[src/rtl/cfgwin_pkg.sv]
package cfgwin_pkg;
  localparam logic [2:0] OFS_TRD   = 3'd0;
  localparam logic [2:0] OFS_TWR   = 3'd1;
  localparam logic [2:0] OFS_KEY   = 3'd2;
  localparam logic [2:0] OFS_CTRL  = 3'd3;
  localparam logic [2:0] OFS_STRAP = 3'd5;
  localparam logic [2:0] OFS_MISC  = 3'd6;
  localparam logic [7:0] KEY_OPEN   = 8'h03;
  localparam logic [7:0] KEY_CLOSE  = 8'h83;
  localparam logic [7:0] CTRL_SPLIT = 8'h85;

  typedef struct packed {
    logic [7:0] rd;
    logic [7:0] wr;
  } tim_set_t;

  function automatic logic is_cfg_ofs(input logic [2:0] ofs);
    return (ofs == OFS_TRD) || (ofs == OFS_TWR) || (ofs == OFS_CTRL) ||
           (ofs == OFS_STRAP) || (ofs == OFS_MISC);
  endfunction

  function automatic logic use_set_b(input logic [7:0] ctrl, input logic sel);
    return (ctrl == CTRL_SPLIT) && sel;
  endfunction
endpackage

[src/rtl/cfgwin_unlock.sv]
module cfgwin_unlock #(
  parameter int ARM_READS = 2
) (
  input  logic       clk,
  input  logic       rst_n,
  input  logic       acc_rd,
  input  logic       acc_wr,
  input  logic       acc_word,
  input  logic [2:0] acc_ofs,
  input  logic [7:0] acc_byte,
  output logic       bank_open,
  output logic       armed,
  output logic       key_hit,
  output logic       close_hit
);
  import cfgwin_pkg::*;
  localparam int CW = $clog2(ARM_READS + 1);
  localparam logic [CW-1:0] ARM_FULL = CW'(ARM_READS);

  logic [CW-1:0] arm_cnt;
  logic          arm_step;
  logic          byte_key_wr;

  assign armed       = (arm_cnt == ARM_FULL);
  assign arm_step    = acc_rd && acc_word && (acc_ofs == OFS_TWR);
  assign byte_key_wr = acc_wr && !acc_word && (acc_ofs == OFS_KEY);
  assign key_hit     = !bank_open && armed && byte_key_wr && (acc_byte == KEY_OPEN);
  assign close_hit   = bank_open && byte_key_wr && (acc_byte == KEY_CLOSE);

  always_ff @(posedge clk) begin
    if (!rst_n) begin
      bank_open <= 1'b0;
      arm_cnt   <= '0;
    end else if (key_hit) begin
      bank_open <= 1'b1;
      arm_cnt   <= '0;
    end else if (close_hit) begin
      bank_open <= 1'b0;
      arm_cnt   <= '0;
    end else if (!bank_open && (acc_rd || acc_wr)) begin
      if (arm_step) arm_cnt <= armed ? arm_cnt : arm_cnt + 1'b1;
      else          arm_cnt <= '0;
    end
  end
endmodule

[src/rtl/cfgwin_regs.sv]
module cfgwin_regs #(
  parameter logic [7:0] TIM_RESET = 8'h5B
) (
  input  logic       clk,
  input  logic       rst_n,
  input  logic       cfg_wr,
  input  logic [2:0] cfg_ofs,
  input  logic [7:0] cfg_wbyte,
  input  logic       strap_clk25,
  input  logic       drv_sel,
  output logic [7:0] cfg_rbyte,
  output logic [7:0] act_rd_tim,
  output logic [7:0] act_wr_tim,
  output logic [7:0] setup_out
);
  import cfgwin_pkg::*;
  localparam int NSETS = 2;

  tim_set_t   sets [NSETS];
  logic [7:0] ctrl_q;
  logic [7:0] misc_q;
  logic       idx;

  assign idx = misc_q[0];

  for (genvar g = 0; g < NSETS; g++) begin : g_set
    always_ff @(posedge clk) begin
      if (!rst_n) begin
        sets[g] <= '{rd: TIM_RESET, wr: TIM_RESET};
      end else if (cfg_wr && (idx == 1'(g))) begin
        if (cfg_ofs == OFS_TRD) sets[g].rd <= cfg_wbyte;
        if (cfg_ofs == OFS_TWR) sets[g].wr <= cfg_wbyte;
      end
    end
  end

  always_ff @(posedge clk) begin
    if (!rst_n) begin
      ctrl_q <= '0;
      misc_q <= '0;
    end else if (cfg_wr) begin
      if (cfg_ofs == OFS_CTRL) ctrl_q <= cfg_wbyte;
      if (cfg_ofs == OFS_MISC) misc_q <= cfg_wbyte;
    end
  end

  always_comb begin
    case (cfg_ofs)
      OFS_TRD:   cfg_rbyte = sets[idx].rd;
      OFS_TWR:   cfg_rbyte = sets[idx].wr;
      OFS_CTRL:  cfg_rbyte = ctrl_q;
      OFS_STRAP: cfg_rbyte = {7'b0, strap_clk25};
      OFS_MISC:  cfg_rbyte = misc_q;
      default:   cfg_rbyte = '0;
    endcase
  end

  logic act_b;
  assign act_b      = use_set_b(ctrl_q, drv_sel);
  assign act_rd_tim = act_b ? sets[1].rd : sets[0].rd;
  assign act_wr_tim = act_b ? sets[1].wr : sets[0].wr;
  assign setup_out  = {misc_q[7:1], 1'b0};
endmodule

[src/rtl/cfgwin_decoder.sv]
module cfgwin_decoder #(
  parameter int         DATA_W    = 16,
  parameter int         ARM_READS = 2,
  parameter logic [7:0] TIM_RESET = 8'h5B
) (
  input  logic              clk,
  input  logic              rst_n,
  input  logic [2:0]        io_addr,
  input  logic              io_rd,
  input  logic              io_wr,
  input  logic              io_word,
  input  logic [DATA_W-1:0] io_wdata,
  output logic [DATA_W-1:0] io_rdata,
  input  logic [DATA_W-1:0] drv_rdata,
  output logic              drv_rd,
  output logic              drv_wr,
  input  logic              strap_clk25,
  input  logic              drv_sel,
  output logic [7:0]        act_rd_tim,
  output logic [7:0]        act_wr_tim,
  output logic [7:0]        setup_out
);
  import cfgwin_pkg::*;

  logic       bank_open, armed, key_hit, close_hit;
  logic       cfg_hit, cfg_wr;
  logic [7:0] cfg_rbyte;

  cfgwin_unlock #(.ARM_READS(ARM_READS)) u_unlock (
    .clk       (clk),
    .rst_n     (rst_n),
    .acc_rd    (io_rd),
    .acc_wr    (io_wr),
    .acc_word  (io_word),
    .acc_ofs   (io_addr),
    .acc_byte  (io_wdata[7:0]),
    .bank_open (bank_open),
    .armed     (armed),
    .key_hit   (key_hit),
    .close_hit (close_hit)
  );

  assign cfg_hit = bank_open && (io_rd || io_wr) && is_cfg_ofs(io_addr);
  assign cfg_wr  = cfg_hit && io_wr;

  cfgwin_regs #(.TIM_RESET(TIM_RESET)) u_regs (
    .clk         (clk),
    .rst_n       (rst_n),
    .cfg_wr      (cfg_wr),
    .cfg_ofs     (io_addr),
    .cfg_wbyte   (io_wdata[7:0]),
    .strap_clk25 (strap_clk25),
    .drv_sel     (drv_sel),
    .cfg_rbyte   (cfg_rbyte),
    .act_rd_tim  (act_rd_tim),
    .act_wr_tim  (act_wr_tim),
    .setup_out   (setup_out)
  );

  assign drv_rd   = io_rd && !cfg_hit;
  assign drv_wr   = io_wr && !cfg_hit && !key_hit && !close_hit;
  assign io_rdata = cfg_hit ? {{(DATA_W-8){1'b0}}, cfg_rbyte} : drv_rdata;
endmodule

[config.mk]
export PLATFORM = sky130hd
export DESIGN_NAME = cfgwin_decoder
export DESIGN_NICKNAME = d
export VERILOG_FILES = /design/src/rtl/cfgwin_pkg.sv /design/src/rtl/cfgwin_unlock.sv /design/src/rtl/cfgwin_regs.sv /design/src/rtl/cfgwin_decoder.sv
export SDC_FILE = /design/constraint.sdc
export NUM_CORES = 1
export LEC_CHECK = 0
export BUFFER_PORTS_ARGS = -buffer_cell sky130_fd_sc_hd__clkbuf_2
export CAP_MARGIN = 10
export CORE_MARGIN = 4
export CORE_UTILIZATION = 52
export DETAILED_ROUTE_END_ITERATION = 12
export GPL_TIMING_DRIVEN = 0
export PLACE_DENSITY = 0.8
export SYNTH_ARGS = -nofsm -noshare
export SYNTH_HDL_FRONTEND = slang
export SYNTH_SLANG_ARGS = --single-unit
[constraint.sdc]
create_clock -name clk -period 2.4 [get_ports clk]
set_clock_uncertainty 0.15 [all_clocks]
set_input_delay 0.24 -clock clk [delete_from_list [all_inputs] [get_ports clk]]
set_output_delay 0.24 -clock clk [all_outputs]
set_load 0.01 [all_outputs]
==> run summary, run 1 <==
Vias in the first global route: 2462
Initial antenna violation count: 0
Max Root-Sink Buffers: 2
Min Tclk post-route: 2.35 ns
Fillers: 470
Clock slew at reported path FFs: 0.10 ns
CTS Root Cell: clkbuf_8
Cell Rows: 27
Syn. warnings: 0
Layout cells sized above 1: 39.8%
CTS tree: built
First-pass GRT wire length: 12700 µm
Placed cell areas: 3430 µm²
Syn_area_per_cell: 10.6 µm²
I/O Buffers: 71
Max Clk Rate: 425 MHz
Syn Inst Count: 282
Post-DP HPWL: 5920 µm
Crit Path Class: reg -> out
Period utilization: 98.1%
DR WL/cell: 18.3 µm
Setup TNS Final: 0 ns
Total power: 1.76 mW
1st-iter DRT viols: 280
Yosys reg bits: 52
IO Count: 84
CP max FO: 10
Count of final setup violators: 0
CORE AREA: 5540 µm²
Largest net degree at the start of global routing: 17
RSZ-0062 raised after global routing: yes
Post-layout util: 65.2%
Cts bufs inserted: 5
Post-synth cell types: 50
Area Growth Syn to Fin: 21.2%
Top cells by area, synth: edfxtp_1 (32%), dfxtp_1 (13%), mux2_2 (6.4%)
Nets: 411
Sequential-to-total area share from yosys stat: 45.7%
Hold-fix buffers, CTS: 0
Max Slew Vio Count: 0
EDFF count, synth: 32
Overall Global Routing Usage: 23.1%
Placer Congestion: 0.926
Die H: 83.7 µm
Vias/cell: 5.78
Final instance area: 3610 µm²
Max_cap viols: 0
Leakage: 1.34 nW
Worst-Skew Late Latency: 0.31 ns
Power per Cell Area: 487 nW/µm²
Initial Util: 53.8%
Final ANT Viol Nets: 0
Die area: 7000 µm²
DR vias: 2548
DRT Wirelength: 8070 µm
Final Hold Vio Count: 0
Hold Crit Class: in -> reg
Max-slew headroom: 43.1%
Remaining DRCs: 0
WP data required: 2.01 ns
Syn Nets: 325
Post-synth top area share: 32.3%
Synth async-reset ratio: 0%
Clock sinks: 52
Diode count: 0
Startpoint Class: register
Mapped cell area: 2980 µm²
Synth area leader: edfxtp_1
H-tree Lvls: 2
Critical Path End Type: primary output
Worst-Margin Slew: 0.850 ns
Run status: completed
DRT Pass-1 Iters: 5
Main synth FF type: edfxtp_1
Worst EP arrival: 1.96 ns
VDD IR-drop max: 0.284 mV
Global route total overflow: 0
Die X-Extent: 83.7 µm
-- power by group --
part           total, mW  internal (mW)  switching (mW)
sequential         0.971          0.962         0.00898
combinational      0.177         0.0696           0.108
clock              0.610          0.308           0.302
-- per-layer routing --
metal | GRT usage (%) | vias to the layer above | part of all wire (%)
li1 | - | 1181 | -
met1 | 29.9 | 1202 | 40
met2 | 38.0 | 141 | 48
met3 | 4.84 | 24 | 9.3
met4 | 8.48 | 0 | 2.8
met5 | 0 | - | 0
-- metrics by stage --
stage / worst slack (ns) / cells / hold WS, ns
floorplan: 0.299 / 282 / 0.187
detailed placement: 0.00137 / 426 / 0.339
finish: 0.0456 / 441 / 0.0794
CTS: 0.0403 / 436 / 0.0749
global route: -0.0129 / 441 / 0.105
global placement: -0.211 / 425 / 0.334
-- critical path, stage by stage, from the launching register on --
cell	delay [ns]
dfxtp_1	0.37
nor4bb_1	0.33
nand4b_1	0.21
clkbuf_2	0.28
mux2_2	0.33
clkbuf_2	0.13
-- path summary, 6_finish.rpt --
path | depth (start not counted) | to | slack, ns | from
worst max-delay path | 5 | act_rd_tim[6] | 0.05 | u_regs.ctrl_q[2]
worst min-delay path | 2 | u_unlock.bank_open | 0.08 | io_wdata[7]
worst max register to register | 5 | u_regs.sets[0][14] | 0.17 | u_unlock.bank_open
worst min register to register | 2 | u_unlock.arm_cnt[1] | 0.35 | u_unlock.arm_cnt[1]
-- flip-flops by register name (all words and copies together), names as in the netlist, named ones only --
signal              cells
u_regs.ctrl_q           8
u_regs.misc_q           8
u_regs.sets            32
u_unlock.arm_cnt        2
u_unlock.bank_open      1
-- cells by family after synthesis --
group | count (synthesis) | synth area share, %
simple gates | 114 | 20.1
compound gates | 40 | 8.82
mux | 41 | 17.9
flops | 52 | 45.7
other cells | 1 | 0.126
fa+ha+maj | 1 | 0.420
xor+xnor | 1 | 0.924
buf+inv | 32 | 6.01
-- synthesized netlist by cell type (6+ instances only) --
master,n
dfxtp_1,20
o2bb2ai_1,6
clkbuf_1,7
mux2_2,17
buf_4,10
nor2_1,39
nand2_1,15
nor2b_1,9
or2_2,15
o21ai_0,7
edfxtp_1,32
inv_1,6
mux2i_1,17
nand3_1,9
a21oi_1,16
-- area by class of cell --
class | instances | area, µm² | area share, %
Tap cell | 72 | 90.1 | 2.50
Clock buffer | 5 | 68.8 | 1.91
Multi-Input combinational cell | 198 | 1450 | 40.1
Timing Repair Buffer | 80 | 420 | 11.6
Clock inverter | 3 | 42.5 | 1.18
Sequential cell | 52 | 1360 | 37.7
Inverter | 7 | 26.3 | 0.728
Buffer | 24 | 150 | 4.16
-- timing repair --
item	in CTS	in global routing
setup endpoints to repair	22	22
hold endpoints to repair	0	0
pin swaps	2	3
gates resized for setup	2	3
setup buffers	3	5
-- placed cells by master, fill, tap and decap left out, drive strengths merged, types with 2 or more instances in the layout --
| cell | n |
|---|---|
| nand3 | 9 |
| and3 | 2 |
| nand2 | 15 |
| nor3 | 3 |
| o21ai | 7 |
| buf | 27 |
| inv | 6 |
| o2bb2ai | 6 |
| nor3b | 4 |
| mux4 | 7 |
| nor2b | 9 |
| clkbuf | 82 |
| edfxtp | 32 |
| mux2i | 17 |
| a211oi | 2 |
| mux2 | 17 |
| nor4bb | 3 |
| a2111oi | 2 |
| nor2 | 39 |
| or2 | 20 |
| dfxtp | 20 |
| clkinvlp | 2 |
| a21oi | 16 |
(Power assumes the default switching activity.)
==> run 2, diff against run 1 <==
Settings changed: ABC_AREA set to 1, CORE_UTILIZATION 52 to 53.
==> run 2 against run 1 <==
Compared with the run above:
- via count is 23% higher
- final cell count is 37% higher
- sequential cell count unchanged
- register-to-register slack better by 0.11 ns
- non-clock buffer count shrank 8
- wire length increased by 5.6%
- die area up 5.7%
- sequential power is 2% lower
- first-iteration DRC count down 10%
- highest routed layer unchanged
==> run summary, run 2 <==
Run status: completed
Max_cap viols: 0
Max-slew headroom: 49.3%
Internal: 1.22 mW
Synth async-reset ratio: 0%
First-pass GRT wire length: 13700 µm
Setup TNS Final: 0 ns
Clock sinks: 52
DR vias: 3138
Largest net degree at the start of global routing: 18
Critical Path End Type: primary output
H-tree Lvls: 2
Mapped cell area: 3230 µm²
Max FFs per register: 32
Worst-Margin Slew: 0.758 ns
Comb power frac: 10.9%
DRT Wirelength: 8520 µm
EDFF count, synth: 32
Startpoint Class: register
Max Root-Sink Buffers: 2
Power per Cell Area: 439 nW/µm²
Vias in the first global route: 3044
Post-DP HPWL: 6460 µm
1st-iter DRT viols: 252
Worst EP arrival: 1.93 ns
Max Clk Rate: 432 MHz
Syn. warnings: 0
Die area: 7400 µm²
Area Growth Syn to Fin: 17.2%
Yosys reg bits: 52
CP max stage cell: dfxtp_1
Syn Inst Count: 446
P_sw: 0.441 mW
Clock slew at reported path FFs: 0.10 ns
Worst-Skew Late Latency: 0.31 ns
Overall Global Routing Usage: 23.6%
Syn Nets: 489
CP max FO: 10
Final instance area: 3780 µm²
Sequential-to-total area share from yosys stat: 42.2%
Syn_area_per_cell: 7.24 µm²
Die H: 86.0 µm
DR WL/cell: 14.2 µm
Post-synth cell types: 29
Die X-Extent: 86.0 µm
Placed cell areas: 3690 µm²
Cts bufs inserted: 5
CTS tree: built
Layout cells sized above 1: 23.5%
Final Hold Vio Count: 0
Post-synth top cells: nand2_1 (128), inv_1 (73), nor2_1 (61)
Regs by FF count: u_regs.sets (32), u_regs.ctrl_q (8), u_regs.misc_q (8)
Power share of the clock group: 31.5%
Initial Util: 54.5%
DRT Pass-1 Iters: 5
Leakage: 1.94 nW
Hold-fix buffers, CTS: 0
Sw Share: 26.5%
Final ANT Viol Nets: 0
Max Slew Vio Count: 0
Period utilization: 96.5%
Commonest non-fill, non-tap cell in the layout: nand2_1
Most frequent cells in the layout: nand2_1 (128), clkbuf_2 (77), inv_1 (73), nor2_1 (61), o21ai_0 (33)
Synth area leader: edfxtp_1
Nets: 569
Post-synth top area share: 29.8%
Top-count cell post-synth: nand2_1
RSZ-0062 raised after global routing: no
Total power: 1.66 mW
Remaining DRCs: 0
Max incr delay on CP: 0.35 ns
I/O Buffers: 73
Top cells by area, synth: edfxtp_1 (30%), nand2_1 (15%), dfxtp_1 (12%)
Hold Crit Class: in -> reg
CTS Root Cell: clkbuf_8
Reg with most FFs: u_regs.sets
Diode count: 0
# Post-CTS Setup Buffers: 0
VDD IR-drop max: 0.294 mV
Main synth FF type: edfxtp_1
Post-CTS sizing: 0
Count of final setup violators: 0
CORE AREA: 5920 µm²
Initial antenna violation count: 0
Placer Congestion: 0.952
Register share of total power: 57.6%
IO Count: 84
Crit-path cells: inv_1 > nor4_1 > nand3_1 > buf_2 > o21ai_0 > clkbuf_2
Crit Path Class: reg -> out
Min Tclk post-route: 2.32 ns
Global route total overflow: 0
Cell Rows: 28
Fillers: 547
WP data required: 2.01 ns
Vias/cell: 5.21
## run 2: cell count changes in the layout (fill, tap and decap cells not counted), sizes merged, moves of 9 or more
cell,delta
nor2,+27
mux2,-17
inv,+75
nand2,+114
or2,-20
buf,-13
nand3,+27
o21ai,+29
mux2i,-17
nor2b,-9
a21oi,-16
## run 2: metrics by stage
| stage | worst slack (ns) | instances | utilization (%) | hold WS (ns) |
|---|---|---|---|---|
| CTS | 0.00873 | 602 | 63.8 | 0.0397 |
| floorplan | 0.615 | 446 | - | 0.225 |
| finish | 0.0832 | 602 | 63.9 | 0.0484 |
| global placement | 0.136 | 594 | 62.3 | 0.352 |
| global route | 0.00430 | 602 | 63.9 | 0.0475 |
| detailed placement | 0.0551 | 594 | 62.3 | 0.361 |
## run 2: final timing paths
check	startpoint	end	slack [ns]	cells after the start
setup / recovery	u_regs.ctrl_q[0]	act_rd_tim[6]	0.08	6
hold / removal	io_wdata[6]	u_regs.ctrl_q[6]	0.05	3
setup reg to reg	u_unlock.bank_open	u_regs.sets[0][14]	0.28	6
hold reg to reg	u_unlock.bank_open	u_unlock.bank_open	0.39	2
## run 2: metal layers
layer	share of wire (%)	GRT usage, %	up-vias
met3	8.2	3.17	15
met5	0	0	-
met2	52	43.2	160
met4	1.3	5.76	0
met1	39	29.2	1412
li1	-	-	1551
## run 2: cell type report
class                      count  area (µm²)  area share [%]
buffer                        23         139            3.67
clock buffer                   5        68.8            1.82
clock inverter                 3        21.3           0.562
inverter                      80         300            7.94
multi-input combinational    291        1430            37.9
sequential                    52        1360            36.0
tap                           75        93.8            2.48
timing repair buffer          73         365            9.66
## run 2: power by group through the flow
stage | registers [mW] | clock network [mW] | logic (mW)
floorplan | 0.975 | 0 | 0.0984
global placement | 0.975 | 0 | 0.176
detailed placement | 0.976 | 0 | 0.180
CTS | 0.955 | 0.513 | 0.181
global route | 0.957 | 0.552 | 0.200
finish | 0.956 | 0.523 | 0.181
## run 2: cell families after synthesis
logic type                 share of synthesized area [%]
and+or+nand+nor                                     36.2
buffers and inverters                               13.4
DFF                                                 42.2
AOI/OAI and AO/OA                                   7.71
adders and majority gates                          0.388
other                                              0.116
## run 2: critical path, delay by kind of cell (launching register included)
kind / cells / cell delay, ns
AOI/OAI and AO/OA: 1 / 0.24
buffers and inverters: 3 / 0.52
DFF: 1 / 0.35
and+or+nand+nor: 2 / 0.50
==> run 3, diff against run 2 <==
Settings changed: CORE_ASPECT_RATIO set to 0.7.
==> run 3 against run 2 <==
Compared with the run above:
- register-to-register slack improved by 0.07 ns
- largest power group unchanged
- final cell count increased by 0.17%
- clock power decreased by 3%
- core utilization increased by 1.4 points
- sequential cell count unchanged
- count of clock-buffer cells in the layout unchanged
- global-route usage about the same
- fmax increased by 0.70%
- total power decreased by 0.90%
- critical endpoint is now act_rd_tim[3]
- critical path depth unchanged
- wire length increased by 1.1%
==> run summary, run 3 (same netlist as run 2, synthesis figures left out) <==
Run status: completed
Startpoint Class: register
Worst-Skew Late Latency: 0.30 ns
Clock sinks: 52
Initial antenna violation count: 0
Final worst setup slack: 0.0993 ns
Worst-Margin Slew: 0.871 ns
Leakage: 1.95 nW
Max_cap viols: 0
Max Slew Vio Count: 0
R2r worst-path depth: 6
Max-slew headroom: 41.7%
Die H: 73.3 µm
Max Clk Rate: 435 MHz
Remaining DRCs: 0
Fillers: 524
Hold Crit Class: in -> reg
Reg with most FFs: u_regs.sets
Min Tclk post-route: 2.30 ns
DR WL/cell: 14.3 µm
I/O Buffers: 73
Worst EP arrival: 1.91 ns
Hold Path Cell Cnt: 3
Vias in the first global route: 2794
WP data required: 2.01 ns
Layout cells sized above 1: 23.7%
Hold-fix buffers, CTS: 0
First-pass GRT wire length: 13500 µm
Cts bufs inserted: 5
Final ANT Viol Nets: 0
Vias/cell: 5.15
Place WS: 0.0796 ns
VDD IR-drop max: 0.302 mV
CTS tree: built
Die area: 7420 µm²
Die X-Extent: 101 µm
Final Hold Vio Count: 0
Global route total overflow: 0
Largest net degree at the start of global routing: 17
Area Growth Syn to Fin: 17.7%
Max Root-Sink Buffers: 2
1st-iter DRT viols: 282
Hold path endpoint: u_regs.ctrl_q[2]
Reg2reg end: u_regs.sets[1][5]
Placer Congestion: 0.919
Regs by FF count: u_regs.sets (32), u_regs.ctrl_q (8), u_regs.misc_q (8)
CP max FO: 10
CTS Root Cell: clkbuf_8
Count of final setup violators: 0
Diode count: 0
CORE AREA: 5810 µm²
DRT Pass-1 Iters: 5
Clock slew at reported path FFs: 0.10 ns
Register-to-register setup slack: 0.35 ns
Final instance area: 3800 µm²
Critical R2R Launch: u_unlock.bank_open
IO Count: 84
Commonest non-fill, non-tap cell in the layout: nand2_1
Post-DP HPWL: 6740 µm
Worst Min Path Start: io_wdata[2]
DRT Wirelength: 8610 µm
Most frequent cells in the layout: nand2_1 (128), clkbuf_2 (76), inv_1 (73), nor2_1 (61), o21ai_0 (34)
Period utilization: 95.9%
Nets: 570
Max FFs per register: 32
Critical Path End Type: primary output
Overall Global Routing Usage: 23.6%
Crit Path Class: reg -> out
Power per Cell Area: 433 nW/µm²
Hold slack: 0.0427 ns
Placed cell areas: 3690 µm²
Initial Util: 55.5%
H-tree Lvls: 2
Cell Rows: 23
DR vias: 3108
run 3: cell types whose count changed in the layout (fill, tap and decap cells not counted):
cell | previous run | this run
o21ai_1 | 3 | 2
clkinv_1 | 0 | 1
o21ai_0 | 33 | 34
buf_1 | 2 | 1
clkbuf_1 | 5 | 7
nor4_1 | 2 | 0
clkinvlp_4 | 1 | 0
nor4_2 | 0 | 2
buf_4 | 8 | 9
clkbuf_2 | 77 | 76
run 3: worst max path at each step:
stage,from,to,slack [ns]
2_1_floorplan,u_unlock.bank_open,u_regs.sets[0][0],0.62
3_3_place_gp,io_addr[0],u_regs.sets[0][7],0.15
3_5_place_dp,io_addr[0],u_regs.sets[1][7],0.08
4_1_cts,u_regs.ctrl_q[7],act_rd_tim[3],0.01
5_1_grt,u_regs.ctrl_q[0],act_rd_tim[3],-0.0003
6_report,u_regs.ctrl_q[0],act_rd_tim[3],0.1
run 3: power by group:
| part | internal, mW | switching [mW] | total (mW) |
|---|---|---|---|
| registers | 0.951 | 0.00420 | 0.956 |
| logic | 0.0596 | 0.124 | 0.184 |
| clock network | 0.205 | 0.301 | 0.505 |
| total | 1.22 | 0.429 | 1.64 |
run 3: metal layers:
layer / track usage [%] / vias to the layer above / share of wire, %
met4: 6.78 / 0 / 1.3
met1: 33.8 / 1382 / 43
li1: - / 1551 / -
met5: 0 / - / 0
met2: 35.7 / 159 / 44
met3: 5.79 / 16 / 12
run 3: critical path, stage by stage, from the launching register on:
cell,delay [ns]
dfxtp_1,0.36
inv_1,0.08
nor4_2,0.27
nand3_1,0.22
buf_2,0.25
o21ai_0,0.24
clkbuf_2,0.18
run 3: per-stage QoR:
step / TNS [ns] / instances / utilization, % / power, mW
2_1_floorplan: 0 / 446 / - / 1.07
3_3_place_gp: 0 / 594 / 63.4 / 1.15
3_5_place_dp: 0 / 594 / 63.4 / 1.16
4_1_cts: 0 / 602 / 65.1 / 1.65
5_1_grt: -0.000338 / 603 / 65.3 / 1.70
6_report: 0 / 603 / 65.3 / 1.64
run 3: what timing repair did:
action | CTS | global route
pin swaps | 0 | 1
resized for setup | 3 | 6
buffers inserted | 0 | 1
endpoints found under the setup margin | 9 | 19
run 3: final cells by class:
class / count / area (µm²) / share of cell area, %
Buffer: 23 / 138 / 3.62
Clock buffer: 5 / 68.8 / 1.81
Clock inverter: 3 / 17.5 / 0.461
Inverter: 80 / 300 / 7.91
Multi-Input combinational cell: 291 / 1450 / 38.1
Sequential cell: 52 / 1360 / 35.8
Tap cell: 75 / 93.8 / 2.47
Timing Repair Buffer: 74 / 373 / 9.82
